==> config.mk <==
export PLATFORM = sky130hd
export DESIGN_NAME = soft_mute_ctrl
export DESIGN_NICKNAME = d
export VERILOG_FILES = /design/src/rtl/smute_pkg.sv /design/src/rtl/smute_gain_ramp.sv /design/src/rtl/smute_edge_gate.sv /design/src/rtl/smute_scaler.sv /design/src/rtl/soft_mute_ctrl.sv
export SDC_FILE = /design/constraint.sdc
export NUM_CORES = 1
export LEC_CHECK = 0
export CAP_MARGIN = 20
export CORE_ASPECT_RATIO = 1.1
export CORE_MARGIN = 10
export CORE_UTILIZATION = 53
export CTS_CLUSTER_SIZE = 28
export DETAILED_ROUTE_END_ITERATION = 7
export DONT_BUFFER_PORTS = 1
export PLACE_DENSITY = 0.75
export SYNTH_ARGS = -nofsm -noshare
export SYNTH_HDL_FRONTEND = slang
export SYNTH_SLANG_ARGS = --single-unit
==> constraint.sdc <==
create_clock -name clk -period 5.9 [get_ports clk]
set_input_delay 1.77 -clock clk [delete_from_list [all_inputs] [get_ports clk]]
set_output_delay 1.77 -clock clk [all_outputs]
set_load 0.01 [all_outputs]
==> src/rtl/smute_pkg.sv <==
package smute_pkg;
  // Number of bits in the gain fraction; the full ramp is 2**RAMP_LOG2 frames.
  localparam int unsigned RAMP_LOG2 = 10;
  localparam int unsigned GAIN_W    = RAMP_LOG2 + 1;
  localparam int unsigned NCH       = 2;

  typedef enum logic {
    PATH_CONV = 1'b0,
    PATH_PASS = 1'b1
  } path_e;
endpackage

==> src/rtl/smute_gain_ramp.sv <==
module smute_gain_ramp #(
  parameter int unsigned RAMP_LOG2 = 10,
  localparam int unsigned GAIN_W = RAMP_LOG2 + 1
) (
  input  logic              clk,
  input  logic              rst_n,
  input  logic              step_en,
  input  logic              go_down,
  output logic [GAIN_W-1:0] gain,
  output logic              busy
);
  localparam logic [GAIN_W-1:0] FULL = GAIN_W'(1) << RAMP_LOG2;
  localparam logic [GAIN_W-1:0] ZERO = '0;

  logic [GAIN_W-1:0] gain_q;
  logic [GAIN_W-1:0] gain_d;
  logic              busy_q;

  always_comb begin
    gain_d = gain_q;
    if (step_en) begin
      if (go_down) begin
        if (gain_q != ZERO) gain_d = gain_q - GAIN_W'(1);
      end else begin
        if (gain_q != FULL) gain_d = gain_q + GAIN_W'(1);
      end
    end
  end

  always_ff @(posedge clk or negedge rst_n) begin
    if (!rst_n) begin
      gain_q <= ZERO;
      busy_q <= 1'b0;
    end else begin
      gain_q <= gain_d;
      busy_q <= (gain_d != ZERO) && (gain_d != FULL);
    end
  end

  assign gain = gain_q;
  assign busy = busy_q;
endmodule

==> src/rtl/smute_edge_gate.sv <==
module smute_edge_gate (
  input  logic clk,
  input  logic rst_n,
  input  logic lrck,
  input  logic mute_req,
  output logic gate_closed
);
  logic lrck_q;
  logic closed_q;
  logic rise;

  assign rise = lrck & ~lrck_q;

  always_ff @(posedge clk or negedge rst_n) begin
    if (!rst_n) begin
      lrck_q   <= 1'b0;
      closed_q <= 1'b1;
    end else begin
      lrck_q <= lrck;
      if (rise) closed_q <= mute_req;
    end
  end

  assign gate_closed = closed_q;
endmodule

==> src/rtl/smute_scaler.sv <==
module smute_scaler #(
  parameter int unsigned DATA_W    = 16,
  parameter int unsigned RAMP_LOG2 = 10,
  localparam int unsigned GAIN_W = RAMP_LOG2 + 1
) (
  input  logic signed [DATA_W-1:0] sample,
  input  logic        [GAIN_W-1:0] gain,
  output logic signed [DATA_W-1:0] scaled
);
  localparam int unsigned PW = DATA_W + GAIN_W + 1;
  localparam logic signed [PW-1:0] BIAS = PW'((1 << RAMP_LOG2) - 1);

  logic signed [PW-1:0] s_ext;
  logic signed [PW-1:0] g_ext;
  logic signed [PW-1:0] prod;
  logic signed [PW-1:0] adj;
  logic signed [PW-1:0] shifted;

  always_comb begin
    s_ext   = PW'(sample);
    g_ext   = $signed(PW'({1'b0, gain}));
    prod    = s_ext * g_ext;
    // Add the bias to a negative product so the shift truncates toward zero.
    adj     = prod[PW-1] ? (prod + BIAS) : prod;
    shifted = adj >>> RAMP_LOG2;
    scaled  = shifted[DATA_W-1:0];
  end
endmodule

==> src/rtl/soft_mute_ctrl.sv <==
module soft_mute_ctrl #(
  parameter int unsigned DATA_W    = 16,
  parameter int unsigned RAMP_LOG2 = smute_pkg::RAMP_LOG2
) (
  input  logic              clk,
  input  logic              rst_n,
  input  logic              mute,
  input  logic              unlock,
  input  logic              pass_thru,
  input  logic              lrck,
  input  logic              in_valid,
  output logic              in_ready,
  input  logic [DATA_W-1:0] in_left,
  input  logic [DATA_W-1:0] in_right,
  output logic              out_valid,
  input  logic              out_ready,
  output logic [DATA_W-1:0] out_left,
  output logic [DATA_W-1:0] out_right,
  output logic              busy
);
  import smute_pkg::*;

  localparam int unsigned GW = RAMP_LOG2 + 1;

  logic              mute_req;
  logic              accept;
  path_e             path;
  logic [GW-1:0]     gain_q;
  logic              gate_closed;
  logic              out_valid_q;
  logic [DATA_W-1:0] ch_in  [NCH];
  logic [DATA_W-1:0] ch_res [NCH];
  logic [DATA_W-1:0] ch_q   [NCH];

  assign mute_req = mute | unlock;
  assign path     = path_e'(pass_thru);
  assign in_ready = ~out_valid_q | out_ready;
  assign accept   = in_valid & in_ready;

  assign ch_in[0] = in_left;
  assign ch_in[1] = in_right;

  smute_gain_ramp #(.RAMP_LOG2(RAMP_LOG2)) u_ramp (
    .clk     (clk),
    .rst_n   (rst_n),
    .step_en (accept && (path == PATH_CONV)),
    .go_down (mute_req),
    .gain    (gain_q),
    .busy    (busy)
  );

  smute_edge_gate u_gate (
    .clk         (clk),
    .rst_n       (rst_n),
    .lrck        (lrck),
    .mute_req    (mute_req),
    .gate_closed (gate_closed)
  );

  for (genvar c = 0; c < NCH; c++) begin : g_ch
    logic signed [DATA_W-1:0] scaled;

    smute_scaler #(.DATA_W(DATA_W), .RAMP_LOG2(RAMP_LOG2)) u_scale (
      .sample (ch_in[c]),
      .gain   (gain_q),
      .scaled (scaled)
    );

    always_comb begin
      if (path == PATH_PASS) ch_res[c] = gate_closed ? '0 : ch_in[c];
      else                   ch_res[c] = scaled;
    end

    always_ff @(posedge clk or negedge rst_n) begin
      if (!rst_n)      ch_q[c] <= '0;
      else if (accept) ch_q[c] <= ch_res[c];
    end
  end

  always_ff @(posedge clk or negedge rst_n) begin
    if (!rst_n)         out_valid_q <= 1'b0;
    else if (accept)    out_valid_q <= 1'b1;
    else if (out_ready) out_valid_q <= 1'b0;
  end

  assign out_valid = out_valid_q;
  assign out_left  = ch_q[0];
  assign out_right = ch_q[1];
endmodule

==> Word level (Yosys, flattened, before mapping) <==
Index checks and enable logic that the tools add are counted.
{ "word_totals": {"wordCells": 39, "register_bits": 47, "inputBits": 40} }
{ "classes": {"n_eq_ne": 2, "n_mul": 2, "bitwise_logic": 7, "reduce_logical": 5, "mux": 12, "add_sub_neg": 4} }
{ "op_table": {"columns": ["op", "n"], "rows": [
  ["2-to-1 mux 16 bit", 4],
  ["multiplier 16 x 12 -> 28 bit", 2],
  ["adder 26 x 11 -> 26 bit (second input constant)", 2],
  ["2-to-1 mux 26 bit", 2],
  ["2-to-1 mux 11 bit", 4],
  ["inequality test 11 bit (second input constant)", 2],
  ["nonzero test 11 bit", 2],
  ["adder 11 x 1 -> 11 bit (second input constant)", 1],
  ["subtractor 11 x 1 -> 11 bit (second input constant)", 1],
  ["NOT 1 bit", 3],
  ["bitwise AND 1 bit", 2],
  ["logical AND 1 bit", 2],
  ["2-to-1 mux 1 bit", 2],
  ["OR 1 bit", 2],
  ["nonzero test 2 bit", 1]
]} }

==> Depth between registers and ports, before layout <==
Gate-level depths: netlist (run 1).
{ "depth": {"depth_word": 7, "ltp_mapped": 26} }

==> By module <==
A second synthesis (run 1) with hierarchy kept.
{ "unflattened": {"hier_cells": 2018, "area_unflattened_um2": 17231.5} }
{ "by_module_without_submodules": {"columns": ["module", "area_each_um2", "cells_per_inst", "instances"], "rows": [
  ["smute_scaler (g_ch[1].u_scale)", 7223.2, 863, 1],
  ["smute_scaler (g_ch[0].u_scale)", 7138.1, 854, 1],
  ["soft_mute_ctrl", 1791.7, 185, 1],
  ["smute_gain_ramp", 998.5, 112, 1],
  ["smute_edge_gate", 80.1, 4, 1]
]} }

==> Worst setup path after synthesis (run 1) <==
OpenSTA, ideal clock, no wires.
{ "synth_timing": {"kind": "input port to flip-flop", "from": "in in_left[15]", "to": "reg ch_q, in the netlist out_left[14]", "cell_stages": 23, "slack_ns": -1.561, "arrival_ns": 7.335, "setup_ns": 0.126, "path_buffers": 1, "cell_sequence": "clkbuf_1 > nand2_1 > fa_1 > inv_1 > fa_1 > inv_1 > fa_1 > inv_1 > fa_1 > inv_1 > fa_1 > inv_1 > ha_1 > inv_1 > or4b_4 > or3_1 > o21ai_2 > o221ai_2 > mux2i_4 > nand4_4 > nor3_2 > xnor2_1 > a221o_1"} }
{ "synth_between": {"elab_chain_cells": 4} }
{ "synth_lines": {"columns": ["element", "line_no", "source"], "rows": [
  ["start: declaration", "soft_mute_ctrl.sv:13", "input logic [DATA_W-1:0] in_left,"],
  ["multiplier 16 x 12 -> 28 bit (*)", "smute_scaler.sv:22", "prod = s_ext * g_ext;"],
  ["adder 26 x 11 -> 26 bit", "smute_scaler.sv:24", "adj = prod[PW-1] ? (prod + BIAS) : prod;"],
  ["2-to-1 mux 26 bit (*)", "smute_scaler.sv:24", null],
  ["2-to-1 mux 16 bit (*)", "soft_mute_ctrl.sv:70", "if (path == PATH_PASS) ch_res[c] = gate_closed ? '0 : ch_in[c];"],
  ["end signal: indexed assignment", "soft_mute_ctrl.sv:76", "else if (accept) ch_q[c] <= ch_res[c];"],
  ["end: declaration", "soft_mute_ctrl.sv:33", "logic [DATA_W-1:0] ch_q [NCH];"]
]} }
Mark *: on every way between the ends. The rest lies on a longest branch, timed or not.
A chain may end at the register's enable or synchronous reset.

==> Worst setup path in the final report (run 1) <==
{ "layout_timing": {"from": "in in_left[13]", "to": "reg ch_q, in the netlist out_left[15]"} }
Same word-level chain as after synthesis.

==> results of run 1 <==
-- logic make-up after synthesis --
| group | share of synthesized area |
|---|---|
| AOI/OAI and AO/OA | 0.0941 |
| xor gates and xnor gates | 0.0397 |
| adders and majority gates | 0.486 |
| buffers and inverters | 0.129 |
| DFF | 0.0712 |
| muxes | 0.00318 |
| and+or+nand+nor | 0.177 |
-- cells in the mapped netlist, types with 6 or more instances --
master / instances / area [µm²]
inv_1: 469 / 1760
fa_1: 322 / 6450
nand2_1: 281 / 1050
and2_1: 128 / 801
ha_1: 127 / 1590
clkbuf_1: 89 / 334
a21oi_1: 72 / 360
xnor2_1: 53 / 464
o21ai_0: 50 / 250
dfrtp_1: 46 / 1150
nor2_1: 43 / 161
and3_1: 28 / 175
nand3_1: 28 / 140
xor2_1: 22 / 193
a21o_1: 20 / 150
nor3_1: 16 / 80.1
a211oi_1: 12 / 90.1
nand4_1: 9 / 56.3
o21a_1: 9 / 67.6
nor4_1: 8 / 50.1
o211ai_1: 8 / 60.1
or3_1: 8 / 50.1
nand2b_1: 7 / 43.8
a31oi_1: 6 / 37.5
and4_1: 6 / 52.6
buf_1: 6 / 22.5
nor2b_1: 6 / 37.5
o21bai_1: 6 / 45.0
-- how the worst max path moves through the flow --
stage	from	end	depth (start not counted)
after global routing	in_left[15]	out_left[15]$_DFFE_PN0P_	22
after detailed placement	in_left[15]	out_left[14]$_DFFE_PN0P_	22
final	in_left[13]	out_left[15]$_DFFE_PN0P_	20
after CTS	in_left[15]	out_left[14]$_DFFE_PN0P_	22
after floorplan	in_left[15]	out_left[14]$_DFFE_PN0P_	22
after global placement	in_left[7]	out_left[14]$_DFFE_PN0P_	20
-- area by class of cell --
type,instances,share of cell area
diodes,1,0.000127
clock buffers,5,0.00633
clock inverters,3,0.00139
inverters,469,0.0892
multi-input cells,1359,0.706
flip-flops and latches,47,0.0596
well taps,414,0.0262
repair buffers,273,0.111
-- metrics by stage --
| stage | worst slack (ns) | instances | cell area, µm² | hold WS, ns |
|---|---|---|---|---|
| floorplan | -1.27 | 1974 | 17100 | 0.467 |
| global placement | -1.31 | 2544 | 19000 | 0.502 |
| detailed placement | -1.42 | 2544 | 19000 | 0.510 |
| CTS | -0.972 | 2565 | 19500 | 0.528 |
| global route | -1.22 | 2570 | 19800 | 0.555 |
| finish | -1.05 | 2571 | 19800 | 0.519 |
-- timing repair --
item,4_1_cts,5_1_grt
setup endpoints to repair,32,32
pin swaps,60,46
setup buffers,14,7
gates resized for setup,54,45
-- state kept, by name (all words and copies together), names as in the netlist --
signal              flops
out_left               16
out_right              16
u_ramp.gain            11
out_valid               1
u_gate.gate_closed      1
u_gate.lrck_q           1
u_ramp.busy             1
-- tightest hold or removal path, stage by stage (launching register included) --
cell and delay [ns]:
dfrtp_1 0.33, nand2b_1 0.11, o21ai_0 0.08
-- routing by layer --
metal  share of wire  global-route usage
met1            0.39               0.300
met2            0.51               0.422
met3           0.079              0.0391
met4           0.024              0.0664
met5               0                   0
==> flow_metrics.tcl, run 1 <==
set metrics [dict create \
    outcome "complete, but fails checks" \
    failed_checks "negative setup slack" \
    dominantRegCellSynth "dfrtp_1" \
    path_class "input pin to flop" \
    crit_required_ns 6.09 \
    die_x_um 188 \
    antenna_found_initial 0 \
    regArea_um2 1180 \
    crit_slowest_cell "fa_1" \
    multi_input_area_um2 14000 \
    hold_buffers 0 \
    path_common_cell "fa_1" \
    fin_util 0.646 \
    htree_levels 2 \
    syn-num-nets 2463 \
    synthArstFlopShare 1.00 \
    grt_max_degree 48 \
    syn_area_per_cell_um2 8.38 \
    cp_cell_sequence "nand2_1, fa_1, inv_1, fa_1, fa_1, fa_1, inv_1, fa_1, inv_1, ha_1, nand3_2, or4b_4, or3_4, o21ai_4, o221ai_4, mux2i_4, nand4_4, nor4_2, xnor2_1, o22ai_1" \
    rr_endpoint "out_right[1]$_DFFE_PN0P_" \
    cts_buffers 5 \
    final_antenna_net_count 0 \
    crit_path_max_fanout 12 \
    rows 67 \
    report.final.setup_viol 32 \
    finalHoldViolations 0 \
    grt_pass1_vias 15400 \
    wirelength_um 45700 \
    slew_violations 0 \
    fin_skew_ns 0.0109 \
    arrival_ns 7.14 \
    vias 14200 \
    drive_above_1_share 0.193 \
    clkTransAtPathRegs_ns 0.09 \
    cap_violations 0 \
    hold_path_class "flop to flop" \
    grt_usage 0.240 \
    r2r_slack_ns -0.57 \
    syn_inst 1974 \
    r2r_start "u_ramp.gain[6]$_DFF_PN0_" \
    critical_path.top_delay_family "adder cells" \
    dp.final_hpwl_um 37100 \
    finalCritPeriodShare 1.18 \
    synth.distinct_cells 75 \
    start_util 0.541 \
    area_growth_pct 19.5 \
    setup_slack_ns -1.05 \
    min_from "u_gate.lrck_q$_DFF_PN0_" \
    ys_ff_latch 47 \
    first_pass_iters 5 \
    clkSinkCount 47 \
    tns_ns -26.06 \
    io_buffers 0 \
    final_common_cell "inv_1" \
    coreArea_um2 30600 \
    tightest_slew_ns 0.954 \
    grt_pass1_wl_um 76400 \
    slowest_delay_ns 0.57 \
    yosysSeqAreaShare 0.0712 \
    cts_tree "built" \
    final_cell_mix "458 x inv_1, 313 x fa_1, 268 x nand2_1" \
    wl_per_cell_um 17.8 \
    root_buffer "clkbuf_16" \
    r2r_cells 22 \
    relSlewSlack 0.361 \
    pin_count 75 \
    end_kind "flop" \
    drc_errors 0 \
    rsz0062_at_grt "true" \
    min_to "u_gate.gate_closed$_DFFE_PN1P_" \
    final_nets 2644 \
    dieArea_um2 38700 \
    first_iter_violations 914 \
    synth_edf_count 0 \
    clock_latency_ns 0.31 \
    path_buf_inv 3 \
    viasPerCell 5.51 \
    start_kind "input pin" \
    hold_depth 2 \
    fin_crit_ns 6.95 \
    syn_area_um2 16500 \
    gp_congestion 0.918 \
    overflow 0 \
    fmax_mhz 144 \
    die_height_um 205 \
    ys_warn_count 0 \
    clockBufferDepth 2 \
    fillers 2429 \
]
Power of run 1 is left out: the tool's default activity adds up to more than one toggle a clock period on the data nets, which glitch-free logic cannot reach.
==> inputs of run 2 (changes only) <==
Settings changed: ABC_AREA set to 1, SETUP_SLACK_MARGIN set to 0.02.
==> flow_metrics.tcl, run 2 <==
set metrics [dict create \
    finalCritPeriodShare 1.06 \
    synth.top_cell.area_share 0.366 \
    pre_cts_ws_ns -0.841 \
    io_buffers 0 \
    dominantRegCellSynth "dfrtp_1" \
    synth_top_area_cell "fa_1" \
    synth_edf_count 0 \
    vias 16300 \
    final_common_cell "inv_1" \
    outcome "complete, but fails checks" \
    gp_congestion 0.908 \
    crit_path_max_fanout 12 \
    crit_required_ns 6.14 \
    dp.final_hpwl_um 41400 \
    grt_usage 0.254 \
    synthArstFlopShare 1.00 \
    report.final.setup_viol 32 \
    r2r_start "u_ramp.gain[5]$_DFF_PN0_" \
    relSlewSlack 0.490 \
    final_cell_mix "681 x inv_1, 596 x nand2_1, 304 x fa_1" \
    min_from "u_gate.lrck_q$_DFF_PN0_" \
    ys_warn_count 0 \
    yosysSeqAreaShare 0.0668 \
    synth.area.top_cells "fa_1 37%, inv_1 15%, nand2_1 15%" \
    die_height_um 211 \
    synth.distinct_cells 42 \
    multi_input_area_um2 15000 \
    die_x_um 194 \
    first_iter_violations 1058 \
    antenna_found_initial 0 \
    finalHoldViolations 0 \
    fin_area_um2 21700 \
    diodes 0 \
    hold_path_class "flop to flop" \
    cts_buffers 5 \
    viasPerCell 5.28 \
    clkTransAtPathRegs_ns 0.07 \
    syn_area_um2 17600 \
    hold_depth 3 \
    fmax_mhz 159 \
    start_kind "input pin" \
    drc_errors 0 \
    grt_pass1_vias 17500 \
    root_buffer "clkbuf_16" \
    final_antenna_net_count 0 \
    fin_crit_ns 6.28 \
    fin_cells 3097 \
    dpl.cell_count 3037 \
    cts_tree "built" \
    hold_buffers 0 \
    tightest_slew_ns 0.764 \
    fillers 2612 \
    grt_pass1_wl_um 86000 \
    first_pass_iters 6 \
    drive_above_1_share 0.236 \
    failed_checks "negative setup slack" \
    clock_latency_ns 0.31 \
    cap_violations 0 \
    synth_common_cells "724 x inv_1, 699 x nand2_1, 322 x fa_1, 127 x ha_1, 116 x nor2_1" \
    placed_cell_area_um2 19900 \
    slew_violations 0 \
    final_nets 3159 \
    overflow 0 \
    path_class "input pin to flop" \
    yosysMostFrequentCell "inv_1" \
    rows 69 \
    wirelength_um 53100 \
    clockBufferDepth 2 \
    syn-num-nets 2990 \
    htree_levels 2 \
    r2r_cells 28 \
    min_to "u_gate.gate_closed$_DFFE_PN1P_" \
    start_util 0.542 \
    coreArea_um2 32500 \
    fin_skew_ns 0.00557 \
    ys_ff_latch 47 \
    arrival_ns 6.52 \
    end_kind "flop" \
    syn_area_per_cell_um2 7.05 \
    pin_count 75 \
    dieArea_um2 41000 \
    area_growth_pct 23.2 \
    regArea_um2 1180 \
    wl_per_cell_um 17.1 \
    clkSinkCount 47 \
    grt_max_degree 48 \
    r2r_slack_ns 0.29 \
    rr_endpoint "out_left[12]$_DFFE_PN0P_" \
    syn_inst 2501 \
    setup_slack_ns -0.378 \
    rsz0062_at_grt "true" \
]
## run 2: cells by family (layout without fill, tap and decap cells)
logic type	count (synthesis)	after routing	share of synthesized area
flip-flops	47	47	0.0668
buffers and inverters	819	989	0.175
XOR/XNOR	27	27	0.0143
adder cells (fa/ha/maj)	449	449	0.456
AO/OA/AOI/OAI	123	123	0.0380
AND/OR/NAND/NOR	1036	1036	0.250
## run 2: routing by layer
layer,global-route usage,wire length [µm],part of all wire
met1,0.284,19600,0.37
met2,0.479,28000,0.53
met3,0.0338,3220,0.061
met4,0.102,2240,0.042
met5,0,0,0
## run 2: timing repair
item                                    in CTS  in global routing
cloned                                       1                  0
endpoints found under the setup margin      32                 32
endpoints found under the hold margin        0                  0
pin swaps                                  104                105
resized for setup                          198                132
buffers inserted                            29                 24
## run 2: worst max path at each step
stage | slack [ns] | startpoint | to
2_1_floorplan | -0.44 | in_left[15] | out_left[15]$_DFFE_PN0P_
3_3_place_gp | -0.69 | in_left[15] | out_left[15]$_DFFE_PN0P_
3_5_place_dp | -0.84 | in_right[15] | out_right[9]$_DFFE_PN0P_
4_1_cts | -0.30 | in_right[7] | out_right[9]$_DFFE_PN0P_
5_1_grt | -0.58 | in_left[15] | out_left[12]$_DFFE_PN0P_
6_report | -0.38 | in_left[15] | out_left[12]$_DFFE_PN0P_
## run 2: layout make-up
cell class                 count  share of cell area
clock buffer                   6             0.00640
multi-input combinational   1635               0.691
tap                          426              0.0245
inverter                     730               0.127
timing repair buffer         251              0.0953
clock inverter                 2             0.00161
sequential                    47              0.0542
## run 2: critical path: stages
cell and delay (ns):
nand2_8 0.04, fa_1 0.55, inv_2 0.08, fa_1 0.51
inv_2 0.04, fa_1 0.52, inv_1 0.05, fa_1 0.47
inv_1 0.05, fa_1 0.49, inv_2 0.05, ha_4 0.26
nand2_4 0.10, inv_2 0.04, nand2_2 0.08, nand2_4 0.07
a21oi_4 0.16, nand3_4 0.11, nand2_2 0.09, inv_2 0.04
nor2_4 0.15, nand3_4 0.14, nor2_8 0.21, nand3_2 0.11
nand2_1 0.07, nand3_1 0.08, a21oi_2 0.17
## run 2: metrics by stage
step / util / hold slack [ns] / setup TNS (ns)
after global routing: 0.667 / 0.539 / -14.00
after CTS: 0.648 / 0.504 / -6.05
after detailed placement: 0.611 / 0.494 / -22.09
after floorplan: - / 0.466 / -10.29
after global placement: 0.611 / 0.477 / -19.07
final: 0.667 / 0.502 / -8.33
Power of run 2 is left out for the same reason.
